$ cat config.mk
export PLATFORM = sky130hd
export DESIGN_NAME = baud_gen
export DESIGN_NICKNAME = d
export VERILOG_FILES = /design/src/rtl/brg_pkg.sv /design/src/rtl/brg_prescale.sv /design/src/rtl/brg_count.sv /design/src/rtl/brg_wave.sv /design/src/rtl/baud_gen.sv
export SDC_FILE = /design/constraint.sdc
export NUM_CORES = 1
export LEC_CHECK = 0
export BUFFER_PORTS_ARGS = -buffer_cell sky130_fd_sc_hd__buf_2
export CORE_UTILIZATION = 58
export DETAILED_ROUTE_END_ITERATION = 7
export PLACE_DENSITY = 0.94
export SYNTH_ARGS = -nofsm -noshare
export SYNTH_HDL_FRONTEND = slang
export SYNTH_SLANG_ARGS = --single-unit
$ cat constraint.sdc
create_clock -name clk -period 5.4 [get_ports clk]
set_input_delay 0.27 -clock clk [delete_from_list [all_inputs] [get_ports clk]]
set_output_delay 0.27 -clock clk [all_outputs]
set_load 0.01 [all_outputs]
$ cat src/rtl/brg_pkg.sv
package brg_pkg;
   // Default layout of the control word
   localparam int unsigned BRG_CFG_W   = 32;
   localparam int unsigned BRG_DIV_W   = 12;
   localparam int unsigned BRG_DIV_LSB = 1;
   localparam int unsigned BRG_EN_BIT  = 16;
   localparam int unsigned BRG_PRE_BIT = 0;
   localparam int unsigned BRG_PRE_LOG2 = 4;

   // Source of a counter load
   typedef enum logic [1:0] {
      LD_NONE  = 2'd0,
      LD_WRITE = 2'd1,
      LD_IDLE  = 2'd2
   } brg_load_e;
endpackage

$ cat src/rtl/brg_prescale.sv
module brg_prescale #(
   parameter int unsigned LOG2 = 4
) (
   input  logic clk,
   input  logic rst_n,
   input  logic clr,
   input  logic ref_en,
   input  logic pre_sel,
   output logic step
);
   generate
      if (LOG2 == 0) begin : g_bypass
         logic unused_ok;
         assign unused_ok = clr ^ pre_sel;
         assign step = ref_en;
      end else begin : g_count
         logic [LOG2-1:0] phase_q;

         always_ff @(posedge clk) begin
            if (!rst_n)                  phase_q <= '0;
            else if (clr)                phase_q <= '0;
            else if (ref_en && pre_sel)  phase_q <= phase_q + 1'b1;
         end

         assign step = ref_en & (~pre_sel | (&phase_q));

         // with the prescaler off, no reference pulse is swallowed
         AST_BYPASS_PASS: assert property (@(posedge clk) disable iff (!rst_n)
            (ref_en && !pre_sel) |-> step);

         // the phase counter stays put when it is not counting
         AST_PHASE_HOLD: assert property (@(posedge clk) disable iff (!rst_n)
            (!clr && !(ref_en && pre_sel)) |=> $stable(phase_q));
      end
   endgenerate
endmodule

$ cat src/rtl/brg_count.sv
module brg_count #(
   parameter int unsigned W = 12
) (
   input  logic         clk,
   input  logic         rst_n,
   input  logic         load,
   input  logic [W-1:0] load_val,
   input  logic [W-1:0] reload_val,
   input  logic         step,
   output logic         wrap,
   output logic         tick_o,
   output logic [W-1:0] cnt_o
);
   logic [W-1:0] cnt_q;
   logic         tick_q;
   logic         at_zero;

   assign at_zero = (cnt_q == '0);
   assign wrap    = step & at_zero & ~load;

   always_ff @(posedge clk) begin
      if (!rst_n) begin
         cnt_q  <= '0;
         tick_q <= 1'b0;
      end else if (load) begin
         cnt_q  <= load_val;
         tick_q <= 1'b0;
      end else if (step) begin
         cnt_q  <= at_zero ? reload_val : cnt_q - 1'b1;
         tick_q <= at_zero;
      end else begin
         tick_q <= 1'b0;
      end
   end

   assign tick_o = tick_q;
   assign cnt_o  = cnt_q;

   AST_HOLD_NO_STEP: assert property (@(posedge clk) disable iff (!rst_n)
      (!load && !step) |=> ($stable(cnt_q) && !tick_q));

   AST_TICK_NEEDS_STEP: assert property (@(posedge clk) disable iff (!rst_n)
      tick_q |-> ($past(step) && !$past(load)));

   AST_STEP_DECREMENTS: assert property (@(posedge clk) disable iff (!rst_n)
      (!load && step && !at_zero) |=> (cnt_q == $past(cnt_q) - 1'b1));
endmodule

$ cat src/rtl/brg_wave.sv
module brg_wave (
   input  logic clk,
   input  logic rst_n,
   input  logic clr,
   input  logic flip,
   output logic wave_o
);
   logic wave_q;

   always_ff @(posedge clk) begin
      if (!rst_n)     wave_q <= 1'b0;
      else if (clr)   wave_q <= 1'b0;
      else if (flip)  wave_q <= ~wave_q;
   end

   assign wave_o = wave_q;

   AST_CLEAR_LOW: assert property (@(posedge clk) disable iff (!rst_n)
      clr |=> !wave_q);
endmodule

$ cat src/rtl/baud_gen.sv
module baud_gen #(
   parameter int unsigned CFG_W    = brg_pkg::BRG_CFG_W,
   parameter int unsigned DIV_W    = brg_pkg::BRG_DIV_W,
   parameter int unsigned DIV_LSB  = brg_pkg::BRG_DIV_LSB,
   parameter int unsigned EN_BIT   = brg_pkg::BRG_EN_BIT,
   parameter int unsigned PRE_BIT  = brg_pkg::BRG_PRE_BIT,
   parameter int unsigned PRE_LOG2 = brg_pkg::BRG_PRE_LOG2
) (
   input  logic             clk,
   input  logic             rst_n,
   input  logic             ref_en_i,
   input  logic             cfg_we_i,
   input  logic [CFG_W-1:0] cfg_wdata_i,
   output logic             tick_o,
   output logic             baud_o
);
   import brg_pkg::*;

   localparam int unsigned DIV_MSB = DIV_LSB + DIV_W - 1;

   // elaboration-time layout checks
   generate
      if (DIV_MSB >= CFG_W) begin : g_bad_div
         $error("divisor field exceeds control word");
      end
      if (EN_BIT >= CFG_W || PRE_BIT >= CFG_W) begin : g_bad_bit
         $error("flag bit outside control word");
      end
      if ((EN_BIT >= DIV_LSB && EN_BIT <= DIV_MSB) ||
          (PRE_BIT >= DIV_LSB && PRE_BIT <= DIV_MSB) || EN_BIT == PRE_BIT) begin : g_overlap
         $error("control word fields overlap");
      end
   endgenerate

   // stored control fields (unused bits are never kept)
   logic             en_q;
   logic             pre_q;
   logic [DIV_W-1:0] div_q;

   always_ff @(posedge clk) begin
      if (!rst_n) begin
         en_q  <= 1'b0;
         pre_q <= 1'b0;
         div_q <= '0;
      end else if (cfg_we_i) begin
         en_q  <= cfg_wdata_i[EN_BIT];
         pre_q <= cfg_wdata_i[PRE_BIT];
         div_q <= cfg_wdata_i[DIV_MSB:DIV_LSB];
      end
   end

   brg_load_e        load_src;
   logic             clr;
   logic [DIV_W-1:0] load_val;
   logic             step;
   logic             wrap;
   logic [DIV_W-1:0] cnt;

   always_comb begin
      if (cfg_we_i)   load_src = LD_WRITE;
      else if (!en_q) load_src = LD_IDLE;
      else            load_src = LD_NONE;
   end

   assign clr      = (load_src != LD_NONE);
   assign load_val = (load_src == LD_WRITE) ? cfg_wdata_i[DIV_MSB:DIV_LSB] : div_q;

   brg_prescale #(.LOG2(PRE_LOG2)) u_pre (
      .clk     (clk),
      .rst_n   (rst_n),
      .clr     (clr),
      .ref_en  (ref_en_i),
      .pre_sel (pre_q),
      .step    (step)
   );

   brg_count #(.W(DIV_W)) u_cnt (
      .clk        (clk),
      .rst_n      (rst_n),
      .load       (clr),
      .load_val   (load_val),
      .reload_val (div_q),
      .step       (step),
      .wrap       (wrap),
      .tick_o     (tick_o),
      .cnt_o      (cnt)
   );

   brg_wave u_wave (
      .clk    (clk),
      .rst_n  (rst_n),
      .clr    (clr),
      .flip   (wrap),
      .wave_o (baud_o)
   );

   AST_OFF_QUIET: assert property (@(posedge clk) disable iff (!rst_n)
      (!en_q && !cfg_we_i) |=> (!baud_o && !tick_o));

   AST_TICK_FLIPS: assert property (@(posedge clk) disable iff (!rst_n)
      tick_o |-> (baud_o != $past(baud_o)));

   AST_FLIP_NEEDS_TICK: assert property (@(posedge clk) disable iff (!rst_n)
      (!$past(cfg_we_i) && $past(en_q) && (baud_o != $past(baud_o))) |-> tick_o);

   AST_WRITE_CLEARS: assert property (@(posedge clk) disable iff (!rst_n)
      cfg_we_i |=> (!baud_o && !tick_o));

   AST_CNT_BOUND: assert property (@(posedge clk) disable iff (!rst_n)
      cnt <= div_q);

   AST_NO_REF_NO_TICK: assert property (@(posedge clk) disable iff (!rst_n)
      (!ref_en_i && !cfg_we_i) |=> (!tick_o && $stable(baud_o)));
endmodule

==> flow_results.org <==
** Placement
- Detail Placement HPWL :: 2660 um
- Input and output buffers added on the ports amount to 19.
- Placed standard-cell area :: 1830 um^2
- Before CTS, the worst setup slack after placement is 2.93 ns.
- Weighted congestion reported at the end of routability-driven placement :: 0.831

** Routing
- Count of vias placed by the detailed router :: 1641
- Number of nets with antenna violations after routing :: 0
- Starting DRC count in detailed routing :: 133
- After detailed routing, the number of remaining DRC violations is 4.
- After detailed routing, the total wire length is 3990 um.
- Dividing the detail-routed via count by the number of cells gives 6.67.
- Detailed-router iteration count before antenna repair :: 6
- After detailed routing, the average wire length per cell comes to 16.2 um.

** Job
- Max Cap Violations :: 0

** Clocking
- Root buf cell :: clkbuf_4
- The later pin in the worst-skew pair is clocked with a latency of 0.34 ns.
- Maximum clock insertion buffer count :: 2
- The H-tree was split into 2 levels.
- Buffers inserted to repair hold after CTS numbered 0.
- Once the clock tree was built, the resizer swapped 0 gates to a different size.
- The number of clock buffers added by TritonCTS is 5.
- After clock tree synthesis, the clock-pin slew on the worst setup and hold paths is 0.09 ns.
- Once the clock tree was built, the setup fixing pass inserted 0 buffers.
- TritonCTS clock tree :: done
- Total number of clock tree sinks :: 32

** Synthesis
- After Yosys synthesis, full adders, half adders and majority gates account for 2.13% of the synthesized area.
- Largest family of logic cells by synthesized area :: compound AO/OA/AOI/OAI gates
- Fraction of the mapped netlist area in compound gates :: 24.3%
- Post-synthesis average cell area :: 8.68 um^2
- Area fraction in and, or, nand and nor cells after synthesis :: 21.9%
- Synthesis inferred 32 register bits.
- The netlist uses 50 different library cells.
- The portion of synthesized area spent on multiplexers is 8.52%.
- Sequential cell area fraction in the yosys report :: 36.4%
- In this run the cell area of the synthesized design comes to 1760 um^2.
- After synthesis, the share of flip-flops with an asynchronous set or reset is 0%.
- Counting flops with a built-in enable in the synthesized netlist gives 0.
- Warning count from the yosys run :: 0
- Of the total synthesized cell area, the portion taken by XOR and XNOR cells is 1.99%.
- Predominant post-synthesis flop cell :: dfxtp_1
- Nets in the synthesized netlist :: 242
- After technology mapping, the gate count stands at 203.

** Critical path
- CP max FO :: 12
- Walking the worst path, the cells encountered are inv_1 -> ha_1 -> or4b_1 -> or4_4 -> or3_1 -> a21oi_1.
- The setup check on the worst reg-to-reg path leaves a slack of 2.87 ns.
- Stage delay of the slowest cell on the critical path :: 0.68 ns
- Critical path required time :: 5.67 ns
- Critical Path Start Type :: flop
- The critical path in this run is classified as reg2reg.
- The number of cells on the worst reg-to-reg path is 6.
- Reg2Reg Launch Point :: u_cnt.cnt_o[0]
- Worst EP arrival :: 2.80 ns
- Cell with the largest stage delay on the worst path :: or4_4
- Critical Path Sink Type :: flop
- The endpoint identified for the worst register-to-register timing path is u_wave.wave_o.

** Cells and area
- Register cell area after layout :: 641 um^2
- Area added between synthesis and finish :: 7.17%
- Final layout net count :: 253
- Of the cells placed in the final design, the portion with a size suffix greater than 1 is 13.5%.
- 0 antenna diodes ended up in the layout.
- With fillers left out, the area of the finished cells amounts to 1890 um^2.
- Once layout is complete, the utilization of the core stands at 67.3%.
- Counting the fill cells in the layout gives 238.
- Area of the multi-input gates :: 1040 um^2

** Floorplanning
- The die covers 3260 um^2.
- The die is 57.1 um tall.
- The total area inside the core boundary comes to 2810 um^2.
- IO Count :: 38
- For this configuration, the core starts out at a cell density of 62.8%.
- The floorplan step set the die width to 57.1 um.
- The floorplan has 19 rows.

** Power and ir drop
- Static leakage power :: 0.000738 uW
- For this design the ratio of total power to cell area is 268 nW/um^2.
- Total power for the finished layout comes to 505 uW.
- IR analysis of the VDD net gives a maximum drop of 0.180 mV.

** Hold path
- Worst Min Path Start :: cfg_wdata_i[16]
- Cell depth of the worst min-delay path :: 3
- The path class of the tightest hold or removal check is in2reg.
- The path with the worst hold slack has its endpoint at en_q.

** Global route
- Number of antenna violations at the first check in global routing :: 0
- In the global route stage, overall resource usage came out at 26.8%.
- Number of global-route vias before repair :: 1590
- The first global-routing pass estimated 6820 um of wire.
- Largest net degree at the start of global routing :: 31
- GRT Residual Overflow :: 0

** Timing
- Headroom to the max-slew limit came out at 16.5%.
- Ratio of final minimum period to clock period :: 46.9%
- Shortest clock period the worst path allows after layout :: 2.53 ns
- At the pin with the least slew margin, the transition time is 1.24 ns.
- Setup repair after global routing missed its margin :: no
- Slew Limit Fails :: 0
- # setup viols final :: 0
- Final sum of negative setup slack :: 0 ns
- Setup slack on the critical path of the routed design comes to 2.87 ns.
- On the final layout, the worst clock skew is 0.00339 ns.
- Final hold vios :: 0
- Max Fclk :: 0.395 GHz

** Run status
- Failing checks :: DRC
- Outcome :: finished, violations left
-- logic make-up after synthesis --
group,Yosys count
xor gates and xnor gates,4
muxes,15
buffers and inverters,20
adders and majority gates,3
AOI/OAI and AO/OA,63
and+or+nand+nor,66
DFF,32
-- metrics by stage --
| step | std cells | hold WS, ns |
|---|---|---|
| 3_3_place_gp | 238 | 0.465 |
| 4_1_cts | 246 | 0.176 |
| 5_1_grt | 246 | 0.193 |
| 2_1_floorplan | 203 | 0.430 |
| 3_5_place_dp | 238 | 0.478 |
| 6_report | 246 | 0.181 |
-- critical path, delay by kind of cell (launching register included) --
family                     cells  cell delay [ns]
adders and majority gates      1             0.17
and+or+nand+nor                3             1.65
AOI/OAI and AO/OA              1             0.16
DFF                            1             0.36
buffers and inverters          1             0.11
-- sequential cells by signal (all words and copies together) (netlist names) --
name                   cells
u_cnt.cnt_o               12
div_q                     12
en_q                       1
u_wave.wave_o              1
pre_q                      1
u_cnt.tick_o               1
u_pre.g_count.phase_q      4
-- cell usage in the layout, fill, tap and decap left out, drive strengths merged, types with 5 or more instances in the layout --
cell type / count
a221oi: 8
nor2: 6
buf: 19
nor3: 9
nor2b: 14
inv: 5
nand3: 6
nand2: 7
a21oi: 7
dfxtp: 32
mux2i: 15
o21ai: 17
o22ai: 9
clkbuf: 8
-- layout make-up --
cell class	count	share of cell area [%]
Multi-Input combinational cell	151	54.9
Tap cell	31	2.05
Timing Repair Buffer	19	5.04
Clock buffer	8	3.11
Inverter	5	0.994
Sequential cell	32	33.9
-- power by group --
part           internal, uW  total (uW)  switching, uW
clock network          64.2         144           79.6
logic                  41.6        94.9           53.4
registers               249         267           17.6
-- worst max path at each step --
stage	from	to	slack, ns	cells past startpoint
global route	u_cnt.cnt_o[0]	u_wave.wave_o	2.76	6
CTS	u_cnt.cnt_o[0]	u_wave.wave_o	2.89	6
floorplan	u_cnt.cnt_o[0]	u_cnt.cnt_o[7]	3.21	8
detailed placement	u_cnt.cnt_o[0]	u_wave.wave_o	2.93	6
finish	u_cnt.cnt_o[0]	u_wave.wave_o	2.87	6
global placement	u_cnt.cnt_o[0]	u_wave.wave_o	2.98	6
-- routing by layer --
metal,wire [um],global-route usage (%),part of all wire [%]
met5,0,0,0
met4,68,16.0,1.7
met3,334,4.99,8.4
met2,1860,43.0,46
met1,1730,33.5,43
-- Yosys cell counts (all sizes together) (2+ instances only) --
cell	count	area, um^2
nor3	9	45.0
or3	4	25.0
a21oi	7	35.0
inv	5	18.8
nand3	6	30.0
nand2	7	26.3
o31ai	4	30.0
nor2b	14	87.6
dfxtp	32	641
nor2	6	22.5
o21ai	17	85.1
o22ai	9	56.3
a221oi	8	70.1
o211ai	2	15.0
and4	2	17.5
xor2	3	26.3
and3	2	12.5
or4	3	26.3
ha	3	37.5
or2	2	12.5
mux2i	15	150
o221ai	3	26.3
nor4	4	25.0
clkbuf	11	41.3
buf	4	25.0
No activity file was read; power rests on OpenSTA's default activity.
